**src/rtl/rsq_pkg.sv**
```systemverilog
package rsq_pkg;

    // Fill level of the retire queue
    typedef enum logic [1:0] {
        OCC_EMPTY   = 2'd0,
        OCC_PARTIAL = 2'd1,
        OCC_FULL    = 2'd2
    } rsq_occ_e;

endpackage

```
**src/rtl/rsq_slot_store.sv**
```systemverilog
module rsq_slot_store #(
    parameter int SLOTS = 8,
    parameter int IDX_W = 8,
    parameter int CNT_W = 4,
    parameter int PTR_W = 3
) (
    input  logic                             clk,
    input  logic                             rst_n,
    input  logic                             wr_en,
    input  logic [PTR_W-1:0]                 wr_ptr,
    input  logic [IDX_W-1:0]                 wr_idx,
    input  logic [CNT_W-1:0]                 wr_cnt,
    input  logic                             mark_en,
    input  logic [PTR_W-1:0]                 mark_ptr,
    input  logic [SLOTS-1:0]                 clr_mask,
    output logic [SLOTS-1:0]                 occ,
    output logic [SLOTS-1:0]                 done,
    output logic [SLOTS-1:0][IDX_W-1:0]      idx_arr,
    output logic [SLOTS-1:0][CNT_W-1:0]      cnt_arr
);

    // Only the first slot of an entry carries a live bit; interior slots stay clear.
    for (genvar s = 0; s < SLOTS; s++) begin : g_slot
        logic hit_wr;
        logic hit_mark;

        assign hit_wr   = wr_en && (wr_ptr == PTR_W'(s));
        assign hit_mark = mark_en && (mark_ptr == PTR_W'(s)) && occ[s] && !done[s];

        always_ff @(posedge clk) begin
            if (!rst_n) begin
                occ[s]     <= 1'b0;
                done[s]    <= 1'b0;
                idx_arr[s] <= '0;
                cnt_arr[s] <= '0;
            end else if (hit_wr) begin
                occ[s]     <= 1'b1;
                done[s]    <= 1'b0;
                idx_arr[s] <= wr_idx;
                cnt_arr[s] <= wr_cnt;
            end else begin
                if (clr_mask[s]) begin
                    occ[s] <= 1'b0;
                end
                if (hit_mark) begin
                    done[s] <= 1'b1;
                end
            end
        end
    end

endmodule

```
**src/rtl/rsq_retire_scan.sv**
```systemverilog
module rsq_retire_scan #(
    parameter int SLOTS = 8,
    parameter int LANES = 2,
    parameter int IDX_W = 8,
    parameter int CNT_W = 4,
    parameter int PTR_W = 3
) (
    input  logic [PTR_W-1:0]                 head,
    input  logic [CNT_W-1:0]                 used,
    input  logic [SLOTS-1:0]                 occ,
    input  logic [SLOTS-1:0]                 done,
    input  logic [SLOTS-1:0][IDX_W-1:0]      idx_arr,
    input  logic [SLOTS-1:0][CNT_W-1:0]      cnt_arr,
    output logic [LANES-1:0]                 ret_valid,
    output logic [LANES-1:0][IDX_W-1:0]      ret_idx,
    output logic [SLOTS-1:0]                 clr_mask,
    output logic [CNT_W-1:0]                 freed,
    output logic [PTR_W-1:0]                 head_next
);

    localparam int SUM_W = CNT_W + 1;

    // Walk from the head, one lane per entry, stopping at the first unexecuted entry.
    always_comb begin
        logic [PTR_W-1:0] h;
        logic [CNT_W-1:0] left;
        logic [SUM_W-1:0] sum;
        logic             go;

        h         = head;
        left      = used;
        sum       = '0;
        go        = 1'b1;
        freed     = '0;
        clr_mask  = '0;
        ret_valid = '0;
        ret_idx   = '0;
        for (int k = 0; k < LANES; k++) begin
            if (go && (left != '0) && occ[h] && done[h]) begin
                ret_valid[k] = 1'b1;
                ret_idx[k]   = idx_arr[h];
                clr_mask[h]  = 1'b1;
                freed        = freed + cnt_arr[h];
                left         = left - cnt_arr[h];
                sum          = SUM_W'(h) + SUM_W'(cnt_arr[h]);
                if (sum >= SUM_W'(SLOTS)) begin
                    sum = sum - SUM_W'(SLOTS);
                end
                h = PTR_W'(sum);
            end else begin
                go = 1'b0;
            end
        end
        head_next = h;
    end

endmodule

```
**src/rtl/rsq_occupancy_fsm.sv**
```systemverilog
module rsq_occupancy_fsm
    import rsq_pkg::*;
#(
    parameter int SLOTS = 8,
    parameter int CNT_W = 4
) (
    input  logic             clk,
    input  logic             rst_n,
    input  logic             take_en,
    input  logic [CNT_W-1:0] take_cnt,
    input  logic [CNT_W-1:0] give_cnt,
    output logic [CNT_W-1:0] free_cnt,
    output logic             q_empty,
    output logic             q_full
);

    rsq_occ_e         state_q;
    rsq_occ_e         state_d;
    logic [CNT_W-1:0] free_d;

    assign free_d = free_cnt - (take_en ? take_cnt : '0) + give_cnt;

    // Next-state selection with named transitions
    always_comb begin
        state_d = state_q;
        unique case (state_q)
            OCC_EMPTY: begin
                if (take_en) begin
                    // fill_whole or fill_start
                    state_d = (free_d == '0) ? OCC_FULL : OCC_PARTIAL;
                end
            end
            OCC_PARTIAL: begin
                if (free_d == '0) begin
                    state_d = OCC_FULL;          // fill_last
                end else if (free_d == CNT_W'(SLOTS)) begin
                    state_d = OCC_EMPTY;         // drain_last
                end
            end
            OCC_FULL: begin
                if (free_d == CNT_W'(SLOTS)) begin
                    state_d = OCC_EMPTY;         // drain_whole
                end else if (free_d != '0) begin
                    state_d = OCC_PARTIAL;       // drain_some
                end
            end
            default: state_d = OCC_EMPTY;
        endcase
    end

    // State and counter register
    always_ff @(posedge clk) begin
        if (!rst_n) begin
            state_q  <= OCC_EMPTY;
            free_cnt <= CNT_W'(SLOTS);
        end else begin
            state_q  <= state_d;
            free_cnt <= free_d;
        end
    end

    // Flag decode
    always_comb begin
        q_empty = 1'b0;
        q_full  = 1'b0;
        unique case (state_q)
            OCC_EMPTY:   q_empty = 1'b1;
            OCC_PARTIAL: q_empty = 1'b0;
            OCC_FULL:    q_full  = 1'b1;
            default:     q_empty = 1'b0;
        endcase
    end

endmodule

```
**src/rtl/rsq_retire_queue.sv**
```systemverilog
module rsq_retire_queue #(
    parameter int  SLOTS      = 8,
    parameter int  IDX_W      = 8,
    parameter int  UOP_W      = 4,
    parameter int  RETIRE_CAP = 2,
    localparam int PTR_W      = $clog2(SLOTS),
    localparam int CNT_W      = $clog2(SLOTS + 1),
    localparam int LANES      = (RETIRE_CAP == 0 || RETIRE_CAP > SLOTS) ? SLOTS : RETIRE_CAP
) (
    input  logic                        clk,
    input  logic                        rst_n,
    input  logic                        rsv_valid,
    input  logic [IDX_W-1:0]            rsv_idx,
    input  logic [UOP_W-1:0]            rsv_uops,
    output logic                        rsv_ready,
    output logic [PTR_W-1:0]            rsv_token,
    input  logic                        exe_valid,
    input  logic [PTR_W-1:0]            exe_token,
    output logic [LANES-1:0]            ret_valid,
    output logic [LANES-1:0][IDX_W-1:0] ret_idx,
    output logic [CNT_W-1:0]            free_slots,
    output logic                        q_empty,
    output logic                        q_full
);

    localparam int SUM_W = CNT_W + 1;

    logic [PTR_W-1:0]              tail_q;
    logic [PTR_W-1:0]              head_q;
    logic [PTR_W-1:0]              head_d;
    logic [CNT_W-1:0]              need;
    logic [CNT_W-1:0]              used;
    logic [CNT_W-1:0]              freed;
    logic [SUM_W-1:0]              tail_sum;
    logic                          fire;
    logic [SLOTS-1:0]              occ;
    logic [SLOTS-1:0]              done;
    logic [SLOTS-1:0]              clr_mask;
    logic [SLOTS-1:0][IDX_W-1:0]   idx_arr;
    logic [SLOTS-1:0][CNT_W-1:0]   cnt_arr;

    // Slot count: micro-ops bounded to [1, SLOTS]
    always_comb begin
        if (rsv_uops == '0) begin
            need = CNT_W'(1);
        end else if (int'(rsv_uops) > SLOTS) begin
            need = CNT_W'(SLOTS);
        end else begin
            need = CNT_W'(rsv_uops);
        end
    end

    assign rsv_ready = (need <= free_slots);
    assign fire      = rsv_valid && rsv_ready;
    assign rsv_token = tail_q;
    assign used      = CNT_W'(SLOTS) - free_slots;

    always_comb begin
        tail_sum = SUM_W'(tail_q) + SUM_W'(need);
        if (tail_sum >= SUM_W'(SLOTS)) begin
            tail_sum = tail_sum - SUM_W'(SLOTS);
        end
    end

    always_ff @(posedge clk) begin
        if (!rst_n) begin
            tail_q <= '0;
            head_q <= '0;
        end else begin
            if (fire) begin
                tail_q <= PTR_W'(tail_sum);
            end
            head_q <= head_d;
        end
    end

    rsq_slot_store #(
        .SLOTS (SLOTS),
        .IDX_W (IDX_W),
        .CNT_W (CNT_W),
        .PTR_W (PTR_W)
    ) u_store (
        .clk      (clk),
        .rst_n    (rst_n),
        .wr_en    (fire),
        .wr_ptr   (tail_q),
        .wr_idx   (rsv_idx),
        .wr_cnt   (need),
        .mark_en  (exe_valid),
        .mark_ptr (exe_token),
        .clr_mask (clr_mask),
        .occ      (occ),
        .done     (done),
        .idx_arr  (idx_arr),
        .cnt_arr  (cnt_arr)
    );

    rsq_retire_scan #(
        .SLOTS (SLOTS),
        .LANES (LANES),
        .IDX_W (IDX_W),
        .CNT_W (CNT_W),
        .PTR_W (PTR_W)
    ) u_scan (
        .head      (head_q),
        .used      (used),
        .occ       (occ),
        .done      (done),
        .idx_arr   (idx_arr),
        .cnt_arr   (cnt_arr),
        .ret_valid (ret_valid),
        .ret_idx   (ret_idx),
        .clr_mask  (clr_mask),
        .freed     (freed),
        .head_next (head_d)
    );

    rsq_occupancy_fsm #(
        .SLOTS (SLOTS),
        .CNT_W (CNT_W)
    ) u_occ (
        .clk      (clk),
        .rst_n    (rst_n),
        .take_en  (fire),
        .take_cnt (need),
        .give_cnt (freed),
        .free_cnt (free_slots),
        .q_empty  (q_empty),
        .q_full   (q_full)
    );

endmodule

```
**config.mk**
```make
export PLATFORM = sky130hd
export DESIGN_NAME = rsq_retire_queue
export DESIGN_NICKNAME = d
export VERILOG_FILES = /design/src/rtl/rsq_pkg.sv /design/src/rtl/rsq_slot_store.sv /design/src/rtl/rsq_retire_scan.sv /design/src/rtl/rsq_occupancy_fsm.sv /design/src/rtl/rsq_retire_queue.sv
export SDC_FILE = /design/constraint.sdc
export NUM_CORES = 1
export LEC_CHECK = 0
export ABC_CLOCK_PERIOD_IN_PS = 8500
export BUFFER_PORTS_ARGS = -buffer_cell sky130_fd_sc_hd__buf_2
export CAP_MARGIN = 30
export CELL_PAD_IN_SITES_DETAIL_PLACEMENT = 1
export CELL_PAD_IN_SITES_GLOBAL_PLACEMENT = 2
export CORE_UTILIZATION = 25
export DETAILED_ROUTE_END_ITERATION = 12
export PLACE_DENSITY_LB_ADDON = 0.05
export REMOVE_ABC_BUFFERS = 1
export SLEW_MARGIN = 20
export SYNTH_ARGS = -nofsm -noshare
export SYNTH_HDL_FRONTEND = slang
export SYNTH_SLANG_ARGS = --single-unit
```
**constraint.sdc**
```tcl
create_clock -name clk -period 8.5 [get_ports clk]
set_input_delay 1.275 -clock clk [delete_from_list [all_inputs] [get_ports clk]]
set_output_delay 1.275 -clock clk [all_outputs]
set_load 0.02 [all_outputs]
```
==> impl_metrics.tcl, run 1 <==
set metrics [dict create \
    cts_resized 0 \
    max-slew-margin-rel 0.3417 \
    die_area_sq_mm 0.03053 \
    hp-class "reg2reg" \
    power.total_mw 1.874 \
    grt_usage 0.2313 \
    rows 62 \
    clkLatencyLatePin_ns 0.44 \
    post-cts-setup-buffers 0 \
    layout.nets 994 \
    io_pins 47 \
    final_cell_mix "nand2_1, dfxtp_1, a21boi_0" \
    synth_cells 931 \
    grt_pass1_wl_um 51470 \
    cts_hold_buf 0 \
    finalMaxSlewViolations 0 \
    synth_area_sq_mm 0.007458 \
    final.min_clock_period_ns 7.511 \
    path_common_cell "xnor2_1" \
    endpoint_kind "flop" \
    ant_nets 0 \
    hold_viol 0 \
    dpl_cell_area_sq_mm 0.008135 \
    die_w_um 174.7 \
    finish.instance_area_sq_mm 0.008722 \
    fin_tns_setup_ns 0 \
    critPathSlowestCell "dfxtp_2" \
    synth-seq-area-share 0.3328 \
    synthArstFlopShare 0 \
    crit_family "adder cells" \
    setup_viol 0 \
    drive_gt1_frac 0.1497 \
    clk_pin_slew_ns 0.07 \
    critPathLaunchType "flop" \
    vias 7218 \
    mostFrequentLayoutCell "nand2_1" \
    rsz0062_at_grt "no" \
    cts_root_buffer "clkbuf_16" \
    grt_pass1_vias 7545 \
    wl_per_cell_um 25.49 \
    path_max_fanout 24 \
    finalCritPeriodShare 0.8837 \
    synth_edf_count 0 \
    cp.arrival_ns 7.82 \
    grt_max_degree 67 \
    drtPass1Iterations 5 \
    drt-total-wl_um 34340 \
    grt-ovfl-total 0 \
    cts_buffers 17 \
    run_status "finished, final reports clean" \
    critPathRequiredTime_ns 8.81 \
    initial_core_util 0.2571 \
    clkSinkCount 124 \
    port_buffers 46 \
    cpPeakStageDelay_ns 0.68 \
    synth_ff_type "dfxtp_1" \
    clockBufferDepth 2 \
    ir_worst_vdd_uv 132.9 \
    synth_cell_type_count 68 \
    dr.first_iter.drc_count 433 \
    antenna_found_initial 0 \
    worstMarginPinSlew_ns 0.9847 \
    crit_type "reg2reg" \
    max_freq_mhz 133.1 \
    cts_tree "done" \
    gp_congestion 0.8287 \
    syn2layout_area_growth_pct 16.94 \
    max_cap_violations 0 \
    drc_errors 0 \
    ys_seq_elements 124 \
    skew_ns 0.01798 \
    ys_warn_count 0 \
    die_h_um 174.7 \
    power_density_mw_per_mm2 214.9 \
    cp_num_buf_inv 1 \
    hpwl_um 24450 \
    core_sq_mm 0.02901 \
    htree_levels 4 \
    post_synth.cell_area_avg_sq_um 8.011 \
    vias_per_cell 5.359 \
    p_leak_nw 3.069 \
]
[area by class of cell]
class	count	area (sq um)
multi-input combinational	709	4606
sequential	124	2484
antenna	1	2.502
clock buffer	20	446.7
tap	384	480.5
fill	3469	20290
clock inverter	12	137.6
inverter	26	97.59
timing repair buffer	71	467.9
[cell usage after synthesis (all sizes together), types with 8 or more instances]
cell type / count / area share
fa: 8 / 0.021
inv: 23 / 0.012
nor2b: 12 / 0.010
a31oi: 10 / 0.0084
mux2: 13 / 0.020
nand2: 250 / 0.13
mux2i: 12 / 0.016
nor3b: 8 / 0.0087
a211oi: 8 / 0.0081
o21ai: 11 / 0.0074
nor3: 12 / 0.0087
ha: 18 / 0.030
a21boi: 106 / 0.11
o22ai: 33 / 0.028
clkbuf: 51 / 0.026
nor2: 45 / 0.023
xnor2: 12 / 0.015
and2: 8 / 0.0067
a21oi: 13 / 0.0092
mux4: 9 / 0.027
o221ai: 20 / 0.023
buf: 21 / 0.017
dfxtp: 124 / 0.33
[per-stage QoR]
stage / instances / setup slack, ns / hold slack, ns / utilization
3_3_place_gp: 1308 / 1.281 / 0.4753 / 0.2771
3_5_place_dp: 1314 / 0.9565 / 0.4824 / 0.2804
2_1_floorplan: 859 / 1.210 / 0.4520 / -
4_1_cts: 1346 / 0.9171 / 0.4903 / 0.3005
6_report: 1347 / 0.9889 / 0.4901 / 0.3006
5_1_grt: 1346 / 0.5712 / 0.5065 / 0.3005
[state kept, by name, summed over array words and instances, names as in the netlist]
signal           count
u_occ.state_q        2
head_q               3
u_store.occ          8
u_store.done         8
rsv_token            3
u_occ.free_cnt       4
u_store.idx_arr     64
u_store.cnt_arr     32
[tightest hold or removal path: stages, from the launching register on]
cell and delay [ns]:
dfxtp_1 0.32, nand2_1 0.05, a21boi_0 0.06
[kinds of logic (layout without fill, tap and decap cells)]
family,count (synthesis),in the layout,synth area share
and+or+nand+nor,381,381,0.2236
AOI/OAI and AO/OA,251,251,0.2505
DFF,124,124,0.3328
buffers and inverters,98,129,0.05603
muxes,34,34,0.06341
adders and majority gates,26,26,0.05167
xor gates and xnor gates,17,17,0.02198
other,0,1,0
[report_power, final]
group	internal [mW]	switching (mW)	total, mW
logic	0.174	0.279	0.453
clock network	0.442	0.312	0.754
registers	0.616	0.0512	0.667
total	1.23	0.643	1.87
[per-layer routing]
| layer | vias up | wire (um) | GRT usage |
|---|---|---|---|
| met3 | 27 | 1393 | 0.03460 |
| met5 | - | 0 | 0 |
| met4 | 0 | 476 | 0.06014 |
| met2 | 163 | 15290 | 0.3600 |
| met1 | 3704 | 17180 | 0.3311 |
| li1 | 3324 | - | - |
[path summary, 6_finish.rpt]
| kind | endpoint | slack, ns | from | depth (start not counted) |
|---|---|---|---|---|
| setup / recovery | u_occ.state_q[0] | 0.99 | head_q[0] | 26 |
| hold / removal | u_store.cnt_arr[21] | 0.49 | u_store.cnt_arr[21] | 2 |
| hold reg to reg | u_store.cnt_arr[21] | 0.49 | u_store.cnt_arr[21] | 2 |
| setup reg to reg | u_occ.state_q[0] | 0.99 | head_q[0] | 26 |
No activity file was read; power rests on OpenSTA's default activity.
==> run 2, diff against run 1 <==
CELL_PAD_IN_SITES_DETAIL_PLACEMENT = default   (was 1)
CELL_PAD_IN_SITES_GLOBAL_PLACEMENT = default   (was 2)
GPL_ROUTABILITY_DRIVEN = 0   (was default)
==> run 2 against run 1 <==
  * Combinational power down 4%
  * Global-route usage fell by 1.4 points
  * Final cell count stayed put
  * Clock skew fell by 0.0029 ns
  * Clock-buffer cell count did not move
  * Non-clock buffer count grew 1
  * Critical path depth down 12
  * Final area down 0.27%
  * Critical path type is now reg2out
==> impl_metrics.tcl, run 2 (synthesis gave the netlist of run 1 again) <==
set metrics [dict create \
    finalCritPeriodShare 0.8430 \
    fin_tns_setup_ns 0 \
    final_cell_mix "nand2_1, dfxtp_1, a21boi_0" \
    internal-power_mw 1.232 \
    grt_pass1_wl_um 48010 \
    crit_end "ret_idx[15]" \
    rows 62 \
    power.total_mw 1.855 \
    clockBufferDepth 2 \
    worstMarginPinSlew_ns 0.9643 \
    wl_met2_um 14050 \
    htree_levels 4 \
    die_h_um 174.7 \
    cts_root_buffer "clkbuf_16" \
    cts_hold_buf 0 \
    vias 7055 \
    wl_per_cell_um 23.99 \
    hpwl_um 21700 \
    grt-ovfl-total 0 \
    drt-met1-wl_um 15690 \
    startpoint "head_q[0]" \
    max-slew-margin-rel 0.3553 \
    antenna_found_initial 0 \
    met3_length_um 1544 \
    clkLatencyLatePin_ns 0.43 \
    mostFrequentLayoutCell "nand2_1" \
    die_area_sq_mm 0.03053 \
    max_cap_violations 0 \
    dpl_cell_area_sq_mm 0.008113 \
    skew_ns 0.01504 \
    utilization 0.2998 \
    vias_per_cell 5.238 \
    hold_slack_ns 0.4854 \
    clk_pin_slew_ns 0.06 \
    io_pins 47 \
    hp-class "reg2reg" \
    initial_core_util 0.2571 \
    final.min_clock_period_ns 7.165 \
    ir_worst_vdd_uv 134.9 \
    cp.arrival_ns 5.89 \
    grt_pass1_vias 7060 \
    power_density_mw_per_mm2 213.3 \
    rsz0062_at_grt "no" \
    setup_viol 0 \
    largest_register "u_store.idx_arr" \
    path_max_fanout 21 \
    crit_type "reg2out" \
    max_freq_mhz 139.6 \
    drtPass1Iterations 5 \
    core_sq_mm 0.02901 \
    seqPwrFrac 0.360 \
    cts_resized 0 \
    largest_reg_flops 64 \
    r2r_setup_slack_ns 1.36 \
    diodes 0 \
    swShare 0.3361 \
    die_w_um 174.7 \
    post-cts-setup-buffers 0 \
    drive_gt1_frac 0.1516 \
    layout.nets 995 \
    syn2layout_area_growth_pct 16.62 \
    reg2reg_depth 24 \
    ant_nets 0 \
    critPathLaunchType "flop" \
    port_buffers 46 \
    grt_max_degree 73 \
    p_leak_nw 3.075 \
    clkSinkCount 124 \
    fillers 3179 \
    dr.first_iter.drc_count 519 \
    largestRegisters "u_store.idx_arr: 64 flops, u_store.cnt_arr: 32 flops" \
    finish.instance_area_sq_mm 0.008698 \
    cts_tree "done" \
    endpoint_kind "output pin" \
    finalMaxSlewViolations 0 \
    cts_buffers 17 \
    clock_power_share 0.405 \
    power.switching_mw 0.6236 \
    r2r_end "u_occ.state_q[1]" \
    combPwrFrac 0.235 \
    run_status "finished, final reports clean" \
    hold_viol 0 \
    grt_usage 0.2174 \
    drc_errors 0 \
    drt-total-wl_um 32310 \
    rr_startpoint "head_q[0]" \
    top_layer_used "met4" \
    critPathRequiredTime_ns 7.22 \
]
run 2: cell types whose count changed in the layout (fill, tap and decap cells not counted), sizes merged:
cell,change
clkinv,+2
buf,+1
clkinvlp,-2
diode,-1
run 2: final cells by class:
cell class	instances	area (sq um)	area share
clock buffers	20	446.7	0.05135
clock inverters	12	138.9	0.01597
inverters	26	97.59	0.01122
multi-input cells	709	4599	0.5288
flip-flops and latches	124	2485	0.2857
well taps	384	480.5	0.05524
repair buffers	72	450.4	0.05178
run 2: worst max-delay path, cell delays in order (launching register included):
cell	delay (ns)
dfxtp_2	0.65
mux2i_1	0.24
o2bb2ai_1	0.08
a221oi_1	0.47
inv_1	0.17
fa_1	0.47
xnor2_1	0.40
xor2_2	0.16
nand4_1	0.14
and2_1	0.70
o32ai_1	0.21
or4_1	0.68
buf_4	0.31
nor4_1	0.50
buf_2	0.26
run 2: worst min path at each step:
stage | start | end | slack (ns) | depth (start not counted)
6_report | u_store.cnt_arr[2] | u_store.cnt_arr[2] | 0.49 | 2
5_1_grt | u_store.cnt_arr[18] | u_store.cnt_arr[18] | 0.51 | 2
4_1_cts | u_store.idx_arr[15] | u_store.idx_arr[15] | 0.49 | 2
3_5_place_dp | u_store.idx_arr[15] | u_store.idx_arr[15] | 0.48 | 2
3_3_place_gp | u_store.cnt_arr[14] | u_store.cnt_arr[14] | 0.48 | 2
2_1_floorplan | u_store.cnt_arr[17] | u_store.cnt_arr[17] | 0.45 | 2
run 2: per-layer routing:
metal  track usage  up-vias
met4       0.08659        0
met2        0.3315      215
li1              -     3320
met5             0        -
met1        0.3002     3462
met3       0.04112       58
run 2: metrics by stage:
step / std cells / setup slack [ns]
2_1_floorplan: 859 / 1.210
3_3_place_gp: 1312 / 1.508
3_5_place_dp: 1315 / 1.405
4_1_cts: 1347 / 1.347
5_1_grt: 1347 / 0.8187
6_report: 1347 / 1.335
run 2: power by group through the flow:
stage | logic [mW] | registers, mW | clock network (mW)
finish | 0.436 | 0.668 | 0.751
global route | 0.484 | 0.673 | 0.798
CTS | 0.442 | 0.668 | 0.770
detailed placement | 0.440 | 0.680 | 0
global placement | 0.445 | 0.683 | 0
floorplan | 0.283 | 0.669 | 0
